<file path="src/rtl/gpio_irq_pkg.sv">
package gpio_irq_pkg;

  // Word index taken from address bits [4:2]
  localparam logic [2:0] IDX_DATA  = 3'd0;
  localparam logic [2:0] IDX_DIR   = 3'd1;
  localparam logic [2:0] IDX_PADS  = 3'd2;
  localparam logic [2:0] IDX_CFGLO = 3'd3;
  localparam logic [2:0] IDX_CFGHI = 3'd4;
  localparam logic [2:0] IDX_MASK  = 3'd5;
  localparam logic [2:0] IDX_STAT  = 3'd6;
  localparam logic [2:0] IDX_EDGE  = 3'd7;

  typedef enum logic [1:0] {
    TRIG_LOW  = 2'd0,
    TRIG_HIGH = 2'd1,
    TRIG_RISE = 2'd2,
    TRIG_FALL = 2'd3
  } trig_e;

  // Strobes from the decoder to the register datapath
  typedef struct packed {
    logic       wrData;
    logic       wrDir;
    logic       wrCfgLo;
    logic       wrCfgHi;
    logic       wrMask;
    logic       wrStat;
    logic       wrEdge;
    logic       rdEn;
    logic [2:0] rdSel;
  } gpio_strobe_t;

endpackage

</file>
<file path="src/rtl/gpio_irq_ctrl.sv">
module gpio_irq_ctrl
  import gpio_irq_pkg::*;
#(
  parameter int ADDR_W = 5
) (
  input  logic              busValid,
  input  logic              busWrite,
  input  logic [ADDR_W-1:0] busAddr,
  output gpio_strobe_t      stb
);

  logic       hit;
  logic       wrHit;
  logic [2:0] wordIdx;

  // Word aligned, and nothing set above the 8-word window
  assign hit     = busValid && (busAddr[1:0] == 2'b00) && ((busAddr >> 5) == '0);
  assign wrHit   = hit && busWrite;
  assign wordIdx = busAddr[4:2];

  always_comb begin
    stb         = '0;
    stb.rdEn    = hit && !busWrite;
    stb.rdSel   = wordIdx;
    stb.wrData  = wrHit && (wordIdx == IDX_DATA);
    stb.wrDir   = wrHit && (wordIdx == IDX_DIR);
    stb.wrCfgLo = wrHit && (wordIdx == IDX_CFGLO);
    stb.wrCfgHi = wrHit && (wordIdx == IDX_CFGHI);
    stb.wrMask  = wrHit && (wordIdx == IDX_MASK);
    stb.wrStat  = wrHit && (wordIdx == IDX_STAT);
    stb.wrEdge  = wrHit && (wordIdx == IDX_EDGE);
  end

endmodule

</file>
<file path="src/rtl/gpio_irq_dpath.sv">
module gpio_irq_dpath
  import gpio_irq_pkg::*;
#(
  parameter int NUM_PINS    = 32,
  parameter int DATA_W      = 32,
  parameter int SYNC_STAGES = 2
) (
  input  logic                clk,
  input  logic                rstN,
  input  gpio_strobe_t        stb,
  input  logic [DATA_W-1:0]   busWdata,
  output logic [DATA_W-1:0]   busRdata,
  input  logic [NUM_PINS-1:0] padIn,
  output logic [NUM_PINS-1:0] padOut,
  output logic [NUM_PINS-1:0] padOe,
  output logic [NUM_PINS-1:0] padSyncd,
  output logic [NUM_PINS-1:0] statVec,
  output logic [NUM_PINS-1:0] maskVec,
  output logic                irqLow,
  output logic                irqHigh
);

  localparam int HALF = NUM_PINS / 2;

  logic [NUM_PINS-1:0] dataQ, dirQ, maskQ, statQ, edgeQ;
  logic [DATA_W-1:0]   cfgLoQ, cfgHiQ;
  logic [NUM_PINS-1:0] syncPipe [SYNC_STAGES];
  logic [NUM_PINS-1:0] syncQ, prevQ;
  logic [NUM_PINS-1:0] statSet, statClr;
  logic [DATA_W-1:0]   rdMux;

  // ---------------- configuration registers ----------------
  always_ff @(posedge clk or negedge rstN) begin
    if (!rstN) begin
      dataQ  <= '0;
      dirQ   <= '0;
      maskQ  <= '0;
      edgeQ  <= '0;
      cfgLoQ <= '0;
      cfgHiQ <= '0;
    end else begin
      if (stb.wrData)  dataQ  <= busWdata[NUM_PINS-1:0];
      if (stb.wrDir)   dirQ   <= busWdata[NUM_PINS-1:0];
      if (stb.wrMask)  maskQ  <= busWdata[NUM_PINS-1:0];
      if (stb.wrEdge)  edgeQ  <= busWdata[NUM_PINS-1:0];
      if (stb.wrCfgLo) cfgLoQ <= busWdata;
      if (stb.wrCfgHi) cfgHiQ <= busWdata;
    end
  end

  // ---------------- pad synchronizer and history ----------------
  always_ff @(posedge clk or negedge rstN) begin
    if (!rstN) begin
      for (int s = 0; s < SYNC_STAGES; s++) syncPipe[s] <= '0;
      prevQ <= '0;
    end else begin
      syncPipe[0] <= padIn;
      for (int s = 1; s < SYNC_STAGES; s++) syncPipe[s] <= syncPipe[s-1];
      prevQ <= syncPipe[SYNC_STAGES-1];
    end
  end

  assign syncQ = syncPipe[SYNC_STAGES-1];

  // ---------------- per-pin trigger detection ----------------
  for (genvar i = 0; i < NUM_PINS; i++) begin : g_pin
    logic [1:0] fieldQ;
    logic       hit;

    if (i < HALF) begin : g_lo
      assign fieldQ = cfgLoQ[2*i +: 2];
    end else begin : g_hi
      assign fieldQ = cfgHiQ[2*(i-HALF) +: 2];
    end

    always_comb begin
      if (edgeQ[i]) begin
        hit = syncQ[i] ^ prevQ[i];
      end else begin
        unique case (trig_e'(fieldQ))
          TRIG_LOW:  hit = !syncQ[i];
          TRIG_HIGH: hit = syncQ[i];
          TRIG_RISE: hit = syncQ[i] && !prevQ[i];
          TRIG_FALL: hit = !syncQ[i] && prevQ[i];
          default:   hit = 1'b0;
        endcase
      end
    end

    assign statSet[i] = hit;
  end

  // ---------------- sticky status, set beats clear ----------------
  assign statClr = stb.wrStat ? busWdata[NUM_PINS-1:0] : '0;

  always_ff @(posedge clk or negedge rstN) begin
    if (!rstN) statQ <= '0;
    else       statQ <= (statQ & ~statClr) | statSet;
  end

  // ---------------- interrupt outputs ----------------
  assign irqLow  = |(statQ[HALF-1:0] & maskQ[HALF-1:0]);
  assign irqHigh = |(statQ[NUM_PINS-1:HALF] & maskQ[NUM_PINS-1:HALF]);

  // ---------------- read back ----------------
  always_comb begin
    unique case (stb.rdSel)
      IDX_DATA:  rdMux = DATA_W'(dataQ);
      IDX_DIR:   rdMux = DATA_W'(dirQ);
      IDX_PADS:  rdMux = DATA_W'(syncQ);
      IDX_CFGLO: rdMux = cfgLoQ;
      IDX_CFGHI: rdMux = cfgHiQ;
      IDX_MASK:  rdMux = DATA_W'(maskQ);
      IDX_STAT:  rdMux = DATA_W'(statQ);
      IDX_EDGE:  rdMux = DATA_W'(edgeQ);
      default:   rdMux = '0;
    endcase
  end

  assign busRdata = stb.rdEn ? rdMux : '0;

  assign padOut   = dataQ;
  assign padOe    = dirQ;
  assign padSyncd = syncQ;
  assign statVec  = statQ;
  assign maskVec  = maskQ;

endmodule

</file>
<file path="src/rtl/gpio_irq_port.sv">
module gpio_irq_port
  import gpio_irq_pkg::*;
#(
  parameter int NUM_PINS = 32,
  parameter int DATA_W   = 32,
  parameter int ADDR_W   = 5
) (
  input  logic                clk,
  input  logic                rstN,
  input  logic                busValid,
  input  logic                busWrite,
  input  logic [ADDR_W-1:0]   busAddr,
  input  logic [DATA_W-1:0]   busWdata,
  output logic [DATA_W-1:0]   busRdata,
  input  logic [NUM_PINS-1:0] padIn,
  output logic [NUM_PINS-1:0] padOut,
  output logic [NUM_PINS-1:0] padOe,
  output logic                irqLow,
  output logic                irqHigh
);

  gpio_strobe_t        stb;
  logic [NUM_PINS-1:0] padSyncd;
  logic [NUM_PINS-1:0] statVec;
  logic [NUM_PINS-1:0] maskVec;

  gpio_irq_ctrl #(.ADDR_W(ADDR_W)) ctrl_i (
    .busValid (busValid),
    .busWrite (busWrite),
    .busAddr  (busAddr),
    .stb      (stb)
  );

  gpio_irq_dpath #(
    .NUM_PINS    (NUM_PINS),
    .DATA_W      (DATA_W),
    .SYNC_STAGES (2)
  ) dpath_i (
    .clk      (clk),
    .rstN     (rstN),
    .stb      (stb),
    .busWdata (busWdata),
    .busRdata (busRdata),
    .padIn    (padIn),
    .padOut   (padOut),
    .padOe    (padOe),
    .padSyncd (padSyncd),
    .statVec  (statVec),
    .maskVec  (maskVec),
    .irqLow   (irqLow),
    .irqHigh  (irqHigh)
  );

endmodule

</file>
<file path="config.mk">
export PLATFORM = sky130hd
export DESIGN_NAME = gpio_irq_port
export DESIGN_NICKNAME = d
export VERILOG_FILES = /design/src/rtl/gpio_irq_pkg.sv /design/src/rtl/gpio_irq_ctrl.sv /design/src/rtl/gpio_irq_dpath.sv /design/src/rtl/gpio_irq_port.sv
export SDC_FILE = /design/constraint.sdc
export NUM_CORES = 1
export LEC_CHECK = 0
export CORE_MARGIN = 2
export CORE_UTILIZATION = 56
export CTS_BUF_LIST = sky130_fd_sc_hd__clkbuf_2
export CTS_CLUSTER_SIZE = 8
export DETAILED_ROUTE_END_ITERATION = 10
export DONT_BUFFER_PORTS = 1
export PLACE_DENSITY_LB_ADDON = 0.15
export SYNTH_ARGS = -nofsm -noshare
export SYNTH_HDL_FRONTEND = slang
export SYNTH_SLANG_ARGS = --single-unit
</file>
<file path="constraint.sdc">
create_clock -name clk -period 3.6 [get_ports clk]
set_input_delay 0.36 -clock clk [delete_from_list [all_inputs] [get_ports clk]]
set_output_delay 0.36 -clock clk [all_outputs]
set_load 0.01 [all_outputs]
</file>
## Word level (Yosys, flattened, before mapping)

Index checks and enable logic that the tools add are counted.

- Register bits after elaboration: 320
- Input bits: 73
- Output and inout port bits: 98
- Logic and storage cells: 392

- Equal/unequal tests: 103
- Multiplexer cells: 67
- Bitwise logic cells: 37
- Reduce and logical (&&, ||, !) cells: 175

Operators by type and width:

| operator | number |
|---|---|
| $pmux 32 s8 | 1 |
| $eq 2x2->1 const B | 64 |
| $pmux 1 s4 | 32 |
| $logic_and 1x1->1 | 74 |
| $logic_not 2->1 | 33 |
| $logic_not 1->1 | 65 |
| $eq 2x1->1 const B | 32 |
| $mux 32 | 2 |
| $and 16x16->16 | 2 |
| $and 32x32->32 | 1 |
| $mux 1 | 32 |
| $not 32->32 | 1 |
| $or 32x32->32 | 1 |
| $reduce_or 16->1 | 2 |
| $xor 1x1->1 | 32 |
| $eq 3x3->1 const B | 4 |
| $eq 3x2->1 const B | 2 |
| $eq 3x1->1 const B | 1 |
| $logic_not 3->1 | 1 |

## Depth between registers and ports, before layout

Gate-level depths: netlist (run 1).

- Word-level depth: 8
- Gate-level depth with buffers: 7
- Depth with buffers taken out: 6

## Modules after synthesis

A second synthesis (run 1) with hierarchy kept.

- Cell total of the unflattened synthesis: 1,288
- Area total of the unflattened synthesis: 15,750.1 µm²

By module, submodules not included:

| module | instances | cells each | area each (µm²) | seq. area each (µm²) |
|---|---|---|---|---|
| gpio_irq_dpath | 1 | 1,273 | 15,620.0 | 8,007.7 |
| gpio_irq_ctrl | 1 | 15 | 130.1 | 0.0 |

## Least setup slack after synthesis (run 1)

OpenSTA, ideal clock, no wires.

- Kind: input to output
- Start: input busAddr[2]
- End: output busRdata[27]
- Arrival time: 1.532 ns
- Data required time: 3.240 ns
- Setup slack: 1.708 ns
- Cell stages on the path: 7
- Buffers on the path: 3
- Path through: buf_4 buf_2 buf_2 mux2i_1 nor2_1 a221oi_1 a21oi_1

- Word-level cells in the longest chain between the ends: 3
- Elaborated cells between the ends (all ways): 10
- Classes of those cells: eq/ne: 7; mux: 2; reduce/logical: 1

RTL lines:

| element | RTL line | text |
|---|---|---|
| start: declaration | gpio_irq_port.sv:12 | `input logic [ADDR_W-1:0] busAddr,` |
| $eq 3x3->1, or another cell as far along | gpio_irq_dpath.sv:107 | `unique case (stb.rdSel)` |
| $pmux 32 s8 (*) | gpio_irq_dpath.sv:107 |  |
| $mux 32 (*) | gpio_irq_dpath.sv:120 | `assign busRdata = stb.rdEn ? rdMux : '0;` |
| end: declaration | gpio_irq_port.sv:14 | `output logic [DATA_W-1:0] busRdata,` |

Mark *: on every way between the ends. The rest lies on a longest branch, timed or not.

## Final worst setup path (run 1)

- Start: register dpath_i.statQ[2], in the netlist dpath_i.statVec[2]
- End: output busRdata[2]

- Word-level cells in the longest chain between the ends: 2

RTL lines:

| element | RTL line | text |
|---|---|---|
| start: declaration | gpio_irq_dpath.sv:25 | `logic [NUM_PINS-1:0] dataQ, dirQ, maskQ, statQ, edgeQ;` |
| start signal: assignment | gpio_irq_dpath.sv:98 | `else statQ <= (statQ & ~statClr) \| statSet;` |
| $pmux 32 s8 | gpio_irq_dpath.sv:107 |  |
| $mux 32 | gpio_irq_dpath.sv:120 |  |

Every way passes these cells.

==> results of run 1 <==
## placed cells by master, fill, tap and decap left out, types with 34 or more instances in the layout
cell / Yosys / final
a211oi_1: 58 / 58
a21oi_1: 41 / 41
clkbuf_2: 0 / 123
dfrtp_1: 320 / 320
dlygate4sd3_1: 0 / 95
ha_1: 64 / 64
inv_1: 97 / 97
mux2_2: 160 / 160
mux2i_1: 55 / 55
nand2_1: 57 / 57
nor2_1: 62 / 62
o21ai_0: 34 / 34
## power by group
group | switching, mW | internal (mW) | total [mW] | leakage (nW)
clock | 1.50 | 0.982 | 2.48 | 0.566
sequential | 0.463 | 3.93 | 4.40 | 3.95
combinational | 0.396 | 0.561 | 0.957 | 3.61
## per-layer routing
layer / vias to the layer above / track usage (%)
li1: 4888 / -
met1: 5472 / 40.50
met2: 435 / 44.10
met3: 79 / 7.346
met4: 2 / 9.625
met5: - / 0
## worst register-to-register path: cells and delay by family (launching register included)
family          cells  cell delay (ns)
compound gates      3             0.47
fa+ha+maj           1             0.22
flops               1             0.49
simple gates        1             0.13
## metrics by stage
step	setup WS [ns]	area, µm²	utilization [%]	instances	hold slack, ns
after floorplan	1.708	15350	-	1264	0.06441
after global placement	1.086	15580	57.79	1559	0.08106
after detailed placement	1.002	15580	57.79	1559	0.08063
after CTS	0.7781	17180	63.75	1790	-0.8980
after global routing	0.6701	17260	64.06	1799	-0.9286
final	0.8306	17260	64.06	1799	-0.8123
## final cells by class
class / count / area share, %
flip-flops and latches: 320 / 46.38
multi-input cells: 781 / 38.34
repair buffers: 114 / 6.407
clock inverters: 21 / 0.6885
inverters: 98 / 2.131
diodes: 1 / 0.01449
clock buffers: 123 / 3.566
well taps: 341 / 2.471
## logic make-up (layout without fill, tap and decap cells)
kind of cell / after synthesis / in the layout / share of synthesized area, %
flops: 320 / 320 / 52.16
other cells: 0 / 1 / 0
mux: 252 / 252 / 18.77
fa+ha+maj: 64 / 64 / 5.216
simple gates: 192 / 192 / 6.006
buf+inv: 163 / 356 / 4.776
xor+xnor: 1 / 1 / 0.05706
compound gates: 272 / 272 / 13.02
## how the worst max path moves through the flow
stage,from,end,slack (ns),cells after the start
global route,dpath_i.edgeQ[2],busRdata[2],0.67,4
CTS,dpath_i.statVec[2],busRdata[2],0.78,4
finish,dpath_i.statVec[2],busRdata[2],0.83,4
detailed placement,busAddr[0],dpath_i.padOut[25],1.00,4
global placement,busAddr[0],dpath_i.padOut[13],1.09,4
floorplan,busAddr[2],busRdata[27],1.71,7
==> flow_metrics.tcl, run 1 <==
set metrics [dict create \
    cts_setup_buffers 0 \
    rsz0062_at_grt "no" \
    grt-ovfl-total 0 \
    synth_most_common_cell "dfrtp_1" \
    syn_area_um2 15350 \
    grt_use_total_pct 28.88 \
    yosys-top-cells-area "dfrtp_1, mux2_2, ha_1, mux2i_1, mux2_4" \
    syn_to_final_growth_pct 12.44 \
    place_congestion 0.8647 \
    hold_ws_ns -0.8123 \
    cp_slowest_cell "a211oi_1" \
    p_leak_nw 8.125 \
    r2r-end "dpath_i.statVec[12]" \
    synth_edf_count 0 \
    drt_first_pass_iters 5 \
    worstHoldPathType "primary input to async pin" \
    multi_input_area_um2 6619 \
    wl_um 40930 \
    cpPeakStageDelay_ns 0.45 \
    ctsHoldBuffers 87 \
    grt_max_degree 321 \
    wl_per_cell_um 22.75 \
    path_clk_slew_ns 0.10 \
    fin_nets 1537 \
    dr_total_vias 10880 \
    synth_seq_cells 320 \
    synth_largest_area_cell "dfrtp_1" \
    clock_sinks 320 \
    grt_pass1_vias 10880 \
    seq_area_frac_synth_pct 52.16 \
    rows 60 \
    dp_hpwl_um 26350 \
    fp.dieArea_um2 28760 \
    fmax_mhz 361.1 \
    p_total_mw 7.832 \
    period_minus_slack_ns 2.769 \
    synth_common_cells "dfrtp_1, mux2_2, inv_1, ha_1, nor2_1" \
    critPathLaunchType "flip-flop" \
    insertion_delay_ns 0.90 \
    worstReg2RegStart "dpath_i.padSyncd[12]" \
    drive_gt1_share_pct 23.82 \
    r2r_slack_ns 2.13 \
    hold_viol_final 320 \
    cts_buffers 85 \
    antenna_found_initial 2 \
    slew_violations 0 \
    syn_nets 1401 \
    min_period_over_period_pct 76.93 \
    nFillCells 2115 \
    relSlewSlack_pct 28.34 \
    cts_resized 0 \
    initial_core_util_pct 56.97 \
    finClkSkew_ns 0.07832 \
    synthCells 1264 \
    cp_max_fo 3 \
    tns_ns 0 \
    yosysWarnings 0 \
    route.met3.wl_um 3068 \
    reg2reg_depth 5 \
    path_cells "mux2_2 -> a22o_1 -> a211oi_1 -> nor2_1" \
    arrival_ns 2.41 \
    via_per_inst 6.046 \
    synth_ff_type "dfrtp_1" \
    path_buf_inv 0 \
    grt_pass1_wl_um 63190 \
    async_reset_ff_share_pct 100.0 \
    io_pins 171 \
    drc_errors 0 \
    drtIter0Drc 744 \
    fp.dieH_um 169.6 \
    postRouteAntennaNets 0 \
    wl_met2_um 18530 \
    worstSetupEndpointType "output pin" \
    htree_levels 3 \
    met1Wirelength_um 18310 \
    avgSynthCellArea_um2 12.15 \
    tightest_slew_ns 1.072 \
    worstPathRequired_ns 3.24 \
    violations "hold timing" \
    p_per_area_nw_per_um2 453.7 \
    setup_viol 0 \
    cts_tree "built" \
    cts_root_buf "clkbuf_2" \
    peakVddDrop_mv 0.3148 \
    port_buffers 0 \
    coreArea_um2 26950 \
    status "finished with violations" \
    crit_type "flip-flop to output pin" \
    clockBufferDepth 3 \
    synth.top_cell.area_share_pct 52.16 \
    final-seq-area_um2 8008 \
    die_x_um 169.6 \
    ys_types 42 \
    top_layer "met5" \
    crit_family "compound AO/OA/AOI/OAI gates" \
    cap_violations 0 \
]
No activity file was read; power rests on OpenSTA's default activity.
==> run 2, diff against run 1 <==
ABC_AREA = 1   (was default)
clock period = 2.25 ns   (was 3.6 ns; I/O delays follow)
==> flow_metrics.tcl, run 2 <==
set metrics [dict create \
    peakVddDrop_mv 0.6103 \
    layout_common_cells "nand2_1, dfrtp_1, o21ai_0, nand4_1, inv_1" \
    via_per_inst 5.913 \
    insertion_delay_ns 0.94 \
    crit_type "flip-flop to output pin" \
    worstReg2RegStart "dpath_i.padSyncd[18]" \
    p_per_area_nw_per_um2 713.9 \
    synth.top_cell.area_share_pct 49.41 \
    relSlewSlack_pct 30.66 \
    grt-ovfl-total 0 \
    cp_max_fo 2 \
    antenna_found_initial 3 \
    finClkSkew_ns 0.06024 \
    seq_power_share_pct 51.5 \
    p_comb_share_pct 17.0 \
    wl_per_cell_um 20.08 \
    grt_use_total_pct 35.59 \
    mostFrequentLayoutCell "nand2_1" \
    cpPeakStageDelay_ns 0.41 \
    swShare_pct 32.99 \
    status "finished with violations" \
    r2r-end "dpath_i.statVec[18]" \
    critPathLaunchType "flip-flop" \
    fmax_mhz 442.7 \
    synth_ff_type "dfrtp_1" \
    p_int_mw 9.148 \
    path_cells "nand4_1 -> nand2_2 -> nor2_2 -> a21oi_2 -> buf_4" \
    syn_nets 2182 \
    rows 62 \
    grt_pass1_wl_um 83900 \
    ctsHoldBuffers 128 \
    path_clk_slew_ns 0.10 \
    io_pins 171 \
    drive_gt1_share_pct 14.39 \
    syn_to_final_growth_pct 18.00 \
    synth_largest_area_cell "dfrtp_1" \
    synth_edf_count 0 \
    p_clk_share_pct 31.5 \
    min_period_over_period_pct 100.4 \
    fin_nets 2357 \
    die_x_um 174.1 \
    hold_viol_final 320 \
    period_minus_slack_ns 2.259 \
    rsz0062_at_grt "yes" \
    drc_errors 0 \
    ys_types 22 \
    tightest_slew_ns 1.040 \
    yosysWarnings 0 \
    avgSynthCellArea_um2 7.925 \
    syn_area_um2 16210 \
    fin_ws_ns -0.009001 \
    cts_tree "built" \
    clockBufferDepth 3 \
    async_reset_ff_share_pct 100.0 \
    dp_hpwl_um 32170 \
    postLayoutCoreUtil_pct 66.81 \
    reg2reg_depth 8 \
    drt_first_pass_iters 6 \
    drtIter0Drc 1920 \
    worstSetupEndpointType "output pin" \
    r2r_slack_ns 0.55 \
    cts_root_buf "clkbuf_2" \
    place_congestion 0.8960 \
    synthCells 2045 \
    hold_ws_ns -1.028 \
    worstHoldPathType "primary input to async pin" \
    grt_pass1_vias 15330 \
    p_leak_nw 9.686 \
    worstPathRequired_ns 2.03 \
    clock_sinks 320 \
    path_buf_inv 1 \
    fp.dieArea_um2 30320 \
    setup_viol 2 \
    cts_buffers 85 \
    slew_violations 0 \
    cap_violations 0 \
    synth_most_common_cell "nand2_1" \
    synth_common_cells "nand2_1, dfrtp_1, o21ai_0, nand4_1, inv_1" \
    dr_total_vias 15760 \
    cp_slowest_cell "dfrtp_2" \
    initial_core_util_pct 56.62 \
    arrival_ns 2.03 \
    postRouteAntennaNets 0 \
    wl_um 53540 \
    fp.dieH_um 174.1 \
    port_buffers 0 \
    seq_area_frac_synth_pct 49.41 \
    crit_family "flip-flops" \
    coreArea_um2 28630 \
    grt_max_degree 321 \
    yosys-top-cells-area "dfrtp_1, nand2_1, o21ai_0, nand4_1, ha_1" \
    switchingPower_mw 4.504 \
    synth_seq_cells 320 \
    violations "hold timing, setup timing" \
    htree_levels 3 \
]
[run 2: area by class of cell]
type	count	area, µm²
fillers	2375	9500
clock buffers	125	625.6
inverters	173	655.6
multi-input cells	1433	7194
flip-flops and latches	320	8039
repair buffers	207	1941
clock inverters	22	183.9
diodes	2	5.005
well taps	384	480.5
[run 2: metrics by stage]
step / cell area [µm²] / power, mW / instances / setup slack (ns) / setup TNS (ns)
after floorplan: 16210 / 8.407 / 2045 / 0.7449 / 0
after global placement: 16660 / 8.901 / 2367 / 0.3433 / 0
after detailed placement: 16660 / 9.005 / 2367 / 0.2863 / 0
after CTS: 18900 / 13.59 / 2651 / -0.04470 / -0.1077
after global routing: 19120 / 14.40 / 2666 / -0.09970 / -0.7644
final: 19120 / 13.65 / 2666 / -0.009001 / -0.01602
[run 2: routing by layer]
metal / track usage, % / routed length (µm) / vias to the layer above
li1: - / - / 7120
met1: 46.83 / 20940 / 7536
met2: 54.17 / 23950 / 898
met3: 8.946 / 5645 / 210
met4: 19.78 / 2997 / 0
met5: 0 / 0 / -
[run 2: power by group through the flow]
stage / Sequential [mW] / Combinational (mW) / Clock, mW
final: 7.03 / 2.32 / 4.30
after CTS: 7.02 / 2.19 / 4.38
after floorplan: 6.94 / 1.47 / 0
after global routing: 7.11 / 2.60 / 4.69
after detailed placement: 7.13 / 1.87 / 0
after global placement: 7.10 / 1.80 / 0
[run 2: logic make-up after synthesis]
family / synth area share (%)
AO/OA/AOI/OAI: 9.689
adder cells (fa/ha/maj): 4.941
buffers and inverters: 7.211
flip-flops: 49.41
AND/OR/NAND/NOR: 28.75
[run 2: how the worst max path moves through the flow]
stage                                    start                 end  cells after the start
after CTS                 dpath_i.padSyncd[10]        busRdata[10]                      5
after floorplan                     busAddr[2]        busRdata[20]                      7
after global routing      dpath_i.padSyncd[10]        busRdata[10]                      5
after detailed placement            busAddr[0]   dpath_i.cfgLoQ[7]                      7
after global placement              busAddr[0]  dpath_i.cfgLoQ[10]                      7
final                     dpath_i.padSyncd[10]        busRdata[10]                      5
[run 2: timing repair]
action / CTS / global route
endpoints found under the setup margin: 20 / 49
buffers inserted: 9 / 13
endpoints found under the hold margin: 576 / 320
resized for setup: 40 / 52
gates cloned: 0 / 0
pin swaps: 3 / 13
[run 2: worst register-to-register path: cells and delay by family, from the launching register on]
kind	cells	cell delay (ns)
AND/OR/NAND/NOR	4	0.50
adder cells (fa/ha/maj)	1	0.17
AO/OA/AOI/OAI	1	0.27
flip-flops	1	0.45
buffers and inverters	2	0.22
